File: config.mk
export PLATFORM = sky130hd
export DESIGN_NAME = lpdbg_seq
export DESIGN_NICKNAME = d
export VERILOG_FILES = /design/src/rtl/lpdbg_pkg.sv /design/src/rtl/lpdbg_sync_flag.sv /design/src/rtl/lpdbg_fsm.sv /design/src/rtl/lpdbg_pin_ctl.sv /design/src/rtl/lpdbg_vec_bank.sv /design/src/rtl/lpdbg_seq.sv
export SDC_FILE = /design/constraint.sdc
export NUM_CORES = 1
export LEC_CHECK = 0
export BUFFER_PORTS_ARGS = -buffer_cell sky130_fd_sc_hd__buf_2
export CAP_MARGIN = 25
export CORE_AREA = 3 3 93 95
export DETAILED_ROUTE_END_ITERATION = 10
export DIE_AREA = 0 0 96 98
export GPL_TIMING_DRIVEN = 0
export PLACE_DENSITY = 0.83
export RECOVER_POWER = 25
export SYNTH_ARGS = -nofsm -noshare
export SYNTH_HDL_FRONTEND = slang
export SYNTH_SLANG_ARGS = --single-unit
export TNS_END_PERCENT = 30
File: constraint.sdc
create_clock -name clk -period 1.9 [get_ports clk]
set_clock_uncertainty 0.15 [all_clocks]
set_input_delay 0.095 -clock clk [delete_from_list [all_inputs] [get_ports clk]]
set_output_delay 0.095 -clock clk [all_outputs]
set_load 0.02 [all_outputs]
File: src/rtl/lpdbg_pkg.sv
`timescale 1ns/1ps
// Shared types for the sleep debug handshake sequencer.
// Assumes: one state machine instance per sequencer.
package lpdbg_pkg;

    typedef enum logic [2:0] {
        ST_RUN        = 3'd0,
        ST_SYNC_WAIT  = 3'd1,
        ST_SLEEP      = 3'd2,
        ST_WAKE_DEBUG = 3'd3,
        ST_WAIT_ACK   = 3'd4,
        ST_HANDOVER   = 3'd5
    } seq_state_t;

    // True while cores are being forced into debug on the internal clock.
    function automatic logic in_debug_phase(input seq_state_t s);
        return (s == ST_WAKE_DEBUG) || (s == ST_WAIT_ACK);
    endfunction

endpackage

File: src/rtl/lpdbg_sync_flag.sv
`timescale 1ns/1ps
// Sleep-sync status bit. Hardware sets it. A bus write of 1 clears it.
// Assumes: a set and a clear in the same cycle resolve to set.
module lpdbg_sync_flag (
    input  logic clk,
    input  logic rst_n,
    input  logic set_i,
    input  logic clr_i,
    output logic flag_o
);

    logic flag_q;

    // Hold the flag: set has priority over the write-1 clear.
    always_ff @(posedge clk) begin
        if (!rst_n)      flag_q <= 1'b0;
        else if (set_i)  flag_q <= 1'b1;
        else if (clr_i)  flag_q <= 1'b0;
    end

    assign flag_o = flag_q;

    AST_FLAG_SETS: assert property (@(posedge clk) disable iff (!rst_n)
        set_i |=> flag_o);

    AST_FLAG_CLEARS: assert property (@(posedge clk) disable iff (!rst_n)
        (clr_i && !set_i) |=> !flag_o);

endmodule

File: src/rtl/lpdbg_fsm.sv
`timescale 1ns/1ps
// Sequencer state machine and the enable captured at sleep entry.
// Assumes: acknowledges are levels. wake is only acted on in sleep.
module lpdbg_fsm
    import lpdbg_pkg::*;
#(
    parameter int NCORE = 2
) (
    input  logic             clk,
    input  logic             rst_n,
    input  logic             sleep_req_i,
    input  logic             dbg_en_i,
    input  logic             sync_flag_i,
    input  logic             wake_i,
    input  logic [NCORE-1:0] ack_i,
    output seq_state_t       state_o,
    output logic             sync_set_o,
    output logic             enter_sleep_o,
    output logic             exit_sleep_o,
    output logic             latched_o
);

    seq_state_t state_q, state_d;
    logic       latched_q;
    logic       all_ack;

    assign all_ack = &ack_i;

    // Next-state and transition strobes.
    always_comb begin
        state_d       = state_q;
        sync_set_o    = 1'b0;
        enter_sleep_o = 1'b0;
        exit_sleep_o  = 1'b0;
        case (state_q)
            ST_RUN: begin
                if (sleep_req_i) begin
                    if (dbg_en_i) begin
                        state_d    = ST_SYNC_WAIT;
                        sync_set_o = 1'b1;
                    end else begin
                        state_d       = ST_SLEEP;
                        enter_sleep_o = 1'b1;
                    end
                end
            end
            ST_SYNC_WAIT: begin
                if (!sync_flag_i) begin
                    state_d       = ST_SLEEP;
                    enter_sleep_o = 1'b1;
                end
            end
            ST_SLEEP: begin
                if (wake_i) begin
                    exit_sleep_o = 1'b1;
                    state_d      = latched_q ? ST_WAKE_DEBUG : ST_RUN;
                end
            end
            ST_WAKE_DEBUG: state_d = ST_WAIT_ACK;
            ST_WAIT_ACK: begin
                if (all_ack) state_d = ST_HANDOVER;
            end
            ST_HANDOVER: state_d = ST_RUN;
            default:     state_d = ST_RUN;
        endcase
    end

    // State register.
    always_ff @(posedge clk) begin
        if (!rst_n) state_q <= ST_RUN;
        else        state_q <= state_d;
    end

    // Capture the debug enable at the moment sleep is entered.
    always_ff @(posedge clk) begin
        if (!rst_n)             latched_q <= 1'b0;
        else if (enter_sleep_o) latched_q <= dbg_en_i;
    end

    assign state_o   = state_q;
    assign latched_o = latched_q;

    AST_GRANT_AFTER_CLEAR: assert property (@(posedge clk) disable iff (!rst_n)
        (state_q == ST_SLEEP && $past(state_q) == ST_SYNC_WAIT) |-> !$past(sync_flag_i));

    AST_LATCH_STABLE: assert property (@(posedge clk) disable iff (!rst_n)
        (state_q == ST_SLEEP && $past(state_q) == ST_SLEEP) |-> $stable(latched_q));

    AST_SLEEP_WAKE: assert property (@(posedge clk) disable iff (!rst_n)
        (state_q == ST_SLEEP && wake_i) |=> (state_q != ST_SLEEP));

    AST_WAKE_PATH: assert property (@(posedge clk) disable iff (!rst_n)
        (state_q == ST_SLEEP && wake_i && !latched_q) |=> (state_q == ST_RUN));

endmodule

File: src/rtl/lpdbg_pin_ctl.sv
`timescale 1ns/1ps
// Output stage: debug requests, clock select, sticky pin enables and load strobe.
// Assumes: pin enables last from handover until the next sleep entry.
module lpdbg_pin_ctl
    import lpdbg_pkg::*;
#(
    parameter int NCORE = 2
) (
    input  logic             clk,
    input  logic             rst_n,
    input  seq_state_t       state_i,
    input  logic             enter_sleep_i,
    input  logic             exit_sleep_i,
    output logic [NCORE-1:0] dbg_req_o,
    output logic             clk_sel_irc_o,
    output logic             pin_en_o,
    output logic             pc_load_o
);

    logic pin_q;
    logic pc_load_q;
    logic dbg_phase;

    assign dbg_phase = in_debug_phase(state_i);

    // Keep the JTAG pins enabled after handover until sleep is entered again.
    always_ff @(posedge clk) begin
        if (!rst_n)                      pin_q <= 1'b0;
        else if (enter_sleep_i)          pin_q <= 1'b0;
        else if (state_i == ST_HANDOVER) pin_q <= 1'b1;
    end

    // One-cycle restart-vector load strobe after each sleep exit.
    always_ff @(posedge clk) begin
        if (!rst_n) pc_load_q <= 1'b0;
        else        pc_load_q <= exit_sleep_i;
    end

    // Replicate the debug request to every core.
    for (genvar i = 0; i < NCORE; i++) begin : g_req
        assign dbg_req_o[i] = dbg_phase;
    end

    assign clk_sel_irc_o = dbg_phase;
    assign pin_en_o      = pin_q || (state_i == ST_HANDOVER);
    assign pc_load_o     = pc_load_q;

    AST_PC_LOAD_PULSE: assert property (@(posedge clk) disable iff (!rst_n)
        pc_load_o |=> !pc_load_o);

    AST_PINS_OFF_IN_SLEEP: assert property (@(posedge clk) disable iff (!rst_n)
        (state_i == ST_SLEEP) |-> !pin_en_o);

endmodule

File: src/rtl/lpdbg_vec_bank.sv
`timescale 1ns/1ps
// Per-core wake vectors and a retention register, written through a select.
// Assumes: unmapped select values are ignored. Contents are not touched by sleep.
module lpdbg_vec_bank #(
    parameter int NCORE = 2,
    parameter int VEC_W = 32,
    localparam int SEL_W = $clog2(NCORE + 1)
) (
    input  logic                   clk,
    input  logic                   rst_n,
    input  logic                   we_i,
    input  logic [SEL_W-1:0]       sel_i,
    input  logic [VEC_W-1:0]       wdata_i,
    output logic [NCORE*VEC_W-1:0] vec_o,
    output logic [VEC_W-1:0]       keep_o
);

    logic [VEC_W-1:0] keep_q;

    // One wake vector register per core.
    for (genvar i = 0; i < NCORE; i++) begin : g_vec
        logic [VEC_W-1:0] vec_q;

        // Store the vector when this core's select is written.
        always_ff @(posedge clk) begin
            if (!rst_n)                                 vec_q <= '0;
            else if (we_i && sel_i == SEL_W'(i))        vec_q <= wdata_i;
        end

        assign vec_o[i*VEC_W +: VEC_W] = vec_q;
    end

    // Retention register at the select just above the vectors.
    always_ff @(posedge clk) begin
        if (!rst_n)                                   keep_q <= '0;
        else if (we_i && sel_i == SEL_W'(NCORE))      keep_q <= wdata_i;
    end

    assign keep_o = keep_q;

    AST_KEEP_HOLDS: assert property (@(posedge clk) disable iff (!rst_n)
        !we_i |=> $stable(keep_o));

endmodule

File: src/rtl/lpdbg_seq.sv
`timescale 1ns/1ps
// Sleep debug handshake sequencer top: the sync flag, state machine,
// output stage and vector bank.
// Assumes: the JTAG TAP and the cores sit outside and consume these outputs.
module lpdbg_seq
    import lpdbg_pkg::*;
#(
    parameter int NCORE = 2,
    parameter int VEC_W = 32,
    localparam int SEL_W = $clog2(NCORE + 1)
) (
    input  logic                   clk,
    input  logic                   rst_n,
    input  logic                   sleep_req,
    input  logic                   dbg_en,
    input  logic                   sync_clr,
    input  logic                   wake,
    input  logic [NCORE-1:0]       core_ack,
    input  logic                   cfg_we,
    input  logic [SEL_W-1:0]       cfg_sel,
    input  logic [VEC_W-1:0]       cfg_wdata,
    output logic                   sync_flag,
    output logic                   sleep_grant,
    output logic                   lp_dbg_latched,
    output logic [NCORE-1:0]       dbg_req,
    output logic                   clk_sel_irc,
    output logic                   jtag_pin_en,
    output logic                   tdo_drive,
    output logic                   pc_load,
    output logic [NCORE*VEC_W-1:0] pc_vec,
    output logic [VEC_W-1:0]       keep_val
);

    seq_state_t state;
    logic       sync_set;
    logic       enter_sleep;
    logic       exit_sleep;
    logic       pin_en;

    lpdbg_sync_flag u_flag (
        .clk    (clk),
        .rst_n  (rst_n),
        .set_i  (sync_set),
        .clr_i  (sync_clr),
        .flag_o (sync_flag)
    );

    lpdbg_fsm #(.NCORE(NCORE)) u_fsm (
        .clk           (clk),
        .rst_n         (rst_n),
        .sleep_req_i   (sleep_req),
        .dbg_en_i      (dbg_en),
        .sync_flag_i   (sync_flag),
        .wake_i        (wake),
        .ack_i         (core_ack),
        .state_o       (state),
        .sync_set_o    (sync_set),
        .enter_sleep_o (enter_sleep),
        .exit_sleep_o  (exit_sleep),
        .latched_o     (lp_dbg_latched)
    );

    lpdbg_pin_ctl #(.NCORE(NCORE)) u_pins (
        .clk           (clk),
        .rst_n         (rst_n),
        .state_i       (state),
        .enter_sleep_i (enter_sleep),
        .exit_sleep_i  (exit_sleep),
        .dbg_req_o     (dbg_req),
        .clk_sel_irc_o (clk_sel_irc),
        .pin_en_o      (pin_en),
        .pc_load_o     (pc_load)
    );

    lpdbg_vec_bank #(.NCORE(NCORE), .VEC_W(VEC_W)) u_bank (
        .clk     (clk),
        .rst_n   (rst_n),
        .we_i    (cfg_we),
        .sel_i   (cfg_sel),
        .wdata_i (cfg_wdata),
        .vec_o   (pc_vec),
        .keep_o  (keep_val)
    );

    assign sleep_grant = (state == ST_SLEEP);
    assign jtag_pin_en = pin_en;
    assign tdo_drive   = pin_en;

    AST_NO_GRANT_WITH_FLAG: assert property (@(posedge clk) disable iff (!rst_n)
        sync_flag |-> !sleep_grant);

    AST_REQ_HELD: assert property (@(posedge clk) disable iff (!rst_n)
        (dbg_req != '0 && !(&core_ack)) |=> (dbg_req == '1 && clk_sel_irc));

    AST_PINS_AFTER_ACK: assert property (@(posedge clk) disable iff (!rst_n)
        $rose(jtag_pin_en) |-> $past(&core_ack));

    AST_NO_IRC_WITH_PINS: assert property (@(posedge clk) disable iff (!rst_n)
        !(clk_sel_irc && jtag_pin_en));

    AST_WAKE_DEBUG_REQ: assert property (@(posedge clk) disable iff (!rst_n)
        (sleep_grant && wake && lp_dbg_latched) |=> (dbg_req == '1 && clk_sel_irc));

endmodule

Yosys cells after proc, flatten, opt, wreduce, memory -nomap -nowiden
Cells that the tools add are included.

storage, ports and cells
  register bits = 103
  input bits = 43
  output and inout bits = 105
  logic and storage cells = 49

cells by class
  equal/unequal tests = 11
  mux-type cells = 17
  bitwise logic cells = 1
  reduce and logical (&&, ||, !) cells = 12

operators with widths
  kind                                                  number
  case mux 3 bit (5 select lines)                       1
  2-to-1 mux 3 bit                                      4
  2-to-1 mux 1 bit                                      9
  equality test 3 x 2 -> 1 bit (second input constant)  2
  equality test 3 bit (second input constant)           2
  != test 2 bit (second input constant)                 3
  2-to-1 mux 2 bit                                      2
  AND reduction 2 bit                                   2
  AND reduction 4 bit                                   1
  equality test 3 x 1 -> 1 bit (second input constant)  1
  logical AND 1 bit                                     3
  zero test 3 bit                                       1
  equality test 2 x 1 -> 1 bit (second input constant)  1
  equality test 2 bit (second input constant)           1
  zero test 2 bit                                       1
  logical OR 1 bit                                      2
  != test 2 x 1 -> 1 bit (second input constant)        1
  case mux 1 bit (2 select lines)                       1
  nonzero test 2 bit                                    1
  OR reduction 2 bit                                    1
  NOT 1 bit                                             1

Depth between registers and ports, before layout
  depth in word-level cells = 4
  gate-level depth with buffers = 5
  mapped depth without buffers = 3

Modules after synthesis
A second synthesis with hierarchy kept.

unflattened totals
  cells, all modules = 407
  area total of the unflattened synthesis = 4080.2 µm²

modules (own cells, without submodules)
  module           instances  cells each  area each (µm²)  sequential area each (µm²)
  lpdbg_vec_bank   1          349         3639.7           1921.8
  lpdbg_fsm        1          40          275.3            80.1
  lpdbg_pin_ctl    1          13          103.8            40.0
  lpdbg_sync_flag  1          3           41.3             20.0
  lpdbg_seq        1          2           20.0             0.0

Least setup slack after synthesis
OpenSTA, ideal clock, no wires.

  kind = register to register
  start = reg u_fsm.state_q[1] (netlist: u_fsm.state_o[1])
  end = reg u_pins.pc_load_q (netlist: u_pins.pc_load_o)
  library setup time = 62 ps
  arrival = 1367 ps
  data required time = 1688 ps
  slack = 321 ps
  stages on the path, launching flop included = 4
  path buffers = 1
  clock period less this slack = 1579 ps
  cell sequence = dfxtp_1 -> buf_2 -> nor3b_1 -> and3_1

on the way
  longest elaborated chain between the ends = 2

ends and longest elaborated chain
  item                           RTL line             RTL
  start, declared                lpdbg_fsm.sv:23      seq_state_t state_q, state_d;
  start signal, assigned         lpdbg_fsm.sv:71      else state_q <= state_d;
  equality test 3 x 2 -> 1 bit   n/a
  net sleep_grant                lpdbg_seq.sv:23      output logic sleep_grant,
  AND reduction 2 bit (no line)  n/a
  end signal, assigned           lpdbg_pin_ctl.sv:36  else pc_load_q <= exit_sleep_i;
  end, declared                  lpdbg_pin_ctl.sv:21  logic pc_load_q;

The timed path passes the listed nets, and every way through them passes these cells.
A chain may end at the register's enable or synchronous reset.

Worst setup path in the final report
  start = reg u_fsm.state_q[2] (netlist: u_fsm.state_o[2])
  end = out dbg_req[1]

on the way
  longest elaborated chain between the ends = 2
  elaborated cells between the ends (all ways) = 3
  classes of those cells = 2 x eq/ne; 1 x reduce/logical

ends and longest elaborated chain
  item                                                                 RTL line         RTL
  equality test 3 x 2 -> 1 bit or equality test 3 bit (tied branches)  lpdbg_pkg.sv:17  return (s == ST_WAKE_DEBUG) || (s == ST_WAIT_ACK);
  logical OR 1 bit (*)                                                 lpdbg_pkg.sv:17
  end, declared                                                        lpdbg_seq.sv:25  output logic [NCORE-1:0] dbg_req,

Every way passes the cells marked *; elsewhere a longest branch is shown, timed or not.

==> flow_summary.json <==
{
  "synth_top_cell_by_area": "dfxtp_1",
  "clk_pin_slew_ns": 0.09,
  "die_x_um": 96,
  "row_count": 32,
  "hold_violations": 0,
  "synth-main-ff-cell": "dfxtp_1",
  "grt_pass1_vias": 3787,
  "antenna_found_initial": 0,
  "place_hpwl_um": 7970,
  "clk-insertion-delay-late_ns": 0.35,
  "finalCritPeriodShare_pct": 96.1,
  "fmax_mhz": 548,
  "netlist_instances": 467,
  "rrSetupSlack_ns": 0.38,
  "n_antenna_cell": 0,
  "multiInputGateArea_mm2": 0.00150,
  "startpoint": "u_fsm.state_o[2]",
  "synth-edff-count": 0,
  "status": "finished, final reports clean",
  "finalPower_mw": 4.69,
  "rr_worst_depth": 3,
  "crit_end": "dbg_req[1]",
  "cts-root-buf": "clkbuf_8",
  "wl_per_cell_um": 14.7,
  "maxCapViolCount": 0,
  "hp-class": "in2reg",
  "synth.area.top_cells": "dfxtp_1 55%, nand2_1 19%, a21oi_1 13%, buf_2 2.0%, clkbuf_1 1.7%",
  "crit_arrival_ns": 1.58,
  "dr.first_iter.drc_count": 154,
  "synth_area_mm2": 0.00374,
  "syn-num-nets": 510,
  "cp_max_fo": 10,
  "area_delta_synth_final_pct": 38.8,
  "finalSetupTns_ns": 0,
  "tritoncts": "yes",
  "fillCellCount": 677,
  "rsz0062_at_grt": "false",
  "die_height_um": 98,
  "antenna_left": 0,
  "htree_levels": 3,
  "vias": 3865,
  "drive_above_1_share_pct": 20.2,
  "clockBufferDepth": 2,
  "timing.rr.end": "u_fsm.latched_o",
  "start_kind": "flip-flop",
  "path_class": "reg2out",
  "leakage_nw": 2.15,
  "start_util_pct": 47.9,
  "peakVddDrop_mv": 0.508,
  "grtUsageMet3_pct": 5.70,
  "cts_buffers": 9,
  "register_area_mm2": 0.00206,
  "post-route-min-period_ns": 1.83,
  "drtPass1Iterations": 5,
  "io_pins": 148,
  "globalplace.congestion": 0.845,
  "yosysMostFrequentCell": "nand2_1",
  "final_max_slew_viol_count": 0,
  "die_area_mm2": 0.00941,
  "grt.met1_usage_pct": 28.5,
  "portBuffers": 147,
  "final_core_util_pct": 66.5,
  "grt_use_total_pct": 24.0,
  "grt_pass1_wl_um": 17800,
  "synth_area_per_cell_um2": 8.01,
  "power.density_mw_per_mm2": 903,
  "totalWireLength_um": 11300,
  "synth.distinct_cells": 32,
  "top_usage_layer": "met2",
  "post_cts_buffers": 0,
  "ys_top_cells_by_count": "192 x nand2_1, 103 x dfxtp_1, 97 x a21oi_1, 17 x clkbuf_1, 15 x buf_2",
  "async_flop_share_pct": 0,
  "worst_slew_pin_slew_ns": 0.593,
  "endpoint_kind": "primary output",
  "r2r-start": "u_fsm.state_o[2]",
  "grt_start_max_net_pins": 17,
  "via_per_inst": 5.03,
  "yosys_warnings": 0,
  "yosysTopAreaCellShare_pct": 55.1,
  "cp_data_required_time_ns": 1.65,
  "fp.coreArea_mm2": 0.00781,
  "route.detailed.drc": 0,
  "cts.sinks": 103,
  "met2_usage_pct": 40.7,
  "yosysSeqAreaShare_pct": 55.1,
  "setup_violations": 0,
  "timing.slew.headroom_pct": 59.9,
  "ys_ff_latch": 103,
  "overflow": 0,
  "layout.nets": 706
}
sequential cells by signal, summed over array words and instances, names as in the netlist:
name and flops:
u_bank.keep_o 32, u_fsm.state_o 3, u_pins.pc_load_o 1, u_flag.flag_o 1, u_fsm.latched_o 1, u_bank.g_vec.vec_q 64
u_pins.pin_q 1
cell families (layout without fill, tap and decap cells):
| family | Yosys count | in the layout | share of synthesized area [%] |
|---|---|---|---|
| AND/OR/NAND/NOR | 221 | 221 | 25.1 |
| flip-flops | 103 | 103 | 55.1 |
| buffers and inverters | 38 | 238 | 4.81 |
| AO/OA/AOI/OAI | 105 | 105 | 15.0 |
per-stage QoR:
step / setup WS, ns / instances / hold slack, ns / cell area (um^2)
detailed placement: 0.377 / 716 / 0.217 / 4610
global route: 0.00842 / 769 / 0.0849 / 5190
floorplan: 0.321 / 467 / 0.0667 / 3740
CTS: 0.0852 / 769 / 0.0733 / 5250
global placement: 0.431 / 716 / 0.210 / 4610
finish: 0.0743 / 769 / 0.0794 / 5190
placed cells by master, fill, tap and decap left out, drive strengths merged:
cell / count
nand2: 192
buf: 115
dfxtp: 103
a21oi: 97
clkbuf: 79
dlygate4sd3: 38
nor2: 4
nand3b: 4
bufinv: 4
and3b: 3
nand2b: 3
nor3b: 3
nor4b: 3
a21o: 2
nor2b: 2
inv: 2
or3b: 1
nand3: 1
nor4bb: 1
a311o: 1
a2111o: 1
o21ai: 1
o21a: 1
nand4b: 1
o41ai: 1
o221a: 1
and4b: 1
and3: 1
and2: 1
area by class of cell:
type	instances	area share, %
sequential	103	39.7
multi-input combinational	326	28.9
timing repair buffer	185	20.3
buffer	37	3.44
clock buffer	10	2.65
clock inverter	5	2.48
tap	102	2.46
inverter	1	0.0723
layer usage:
layer,share of wire (%),routed length (um),vias up
met4,2.1,233,0
met1,42,4720,1787
li1,-,-,1904
met3,7.6,865,22
met5,0,0,-
met2,49,5510,152
critical path, stage by stage (launching register included):
cell     delay [ns]
dfxtp_1        0.42
buf_6          0.17
and3b_1        0.18
a21o_1         0.18
buf_4          0.13
buf_2          0.15
repair_timing:
item / CTS / global route
hold buffers: 38 / 0
endpoints found under the setup margin: 0 / 1
gates resized for setup: 0 / 2
endpoints found under the hold margin: 103 / 0
worst min-delay path by stage:
stage	start	end	slack [ns]	cells past startpoint
after floorplan	rst_n	u_fsm.state_o[2]	0.07	1
after detailed placement	cfg_wdata[20]	u_bank.g_vec[0].vec_q[20]	0.22	3
final	core_ack[0]	u_fsm.state_o[0]	0.08	4
after CTS	core_ack[0]	u_fsm.state_o[0]	0.07	4
after global placement	cfg_wdata[28]	u_bank.keep_o[28]	0.21	3
after global routing	core_ack[0]	u_fsm.state_o[0]	0.08	4
where the power goes:
part / leakage, nW / switching (mW) / internal [mW]
registers: 0.837 / 0.0482 / 2.24
logic: 1.18 / 0.391 / 0.248
clock network: 0.133 / 0.720 / 1.04
Note: power is estimated with default switching activity, not from simulation.
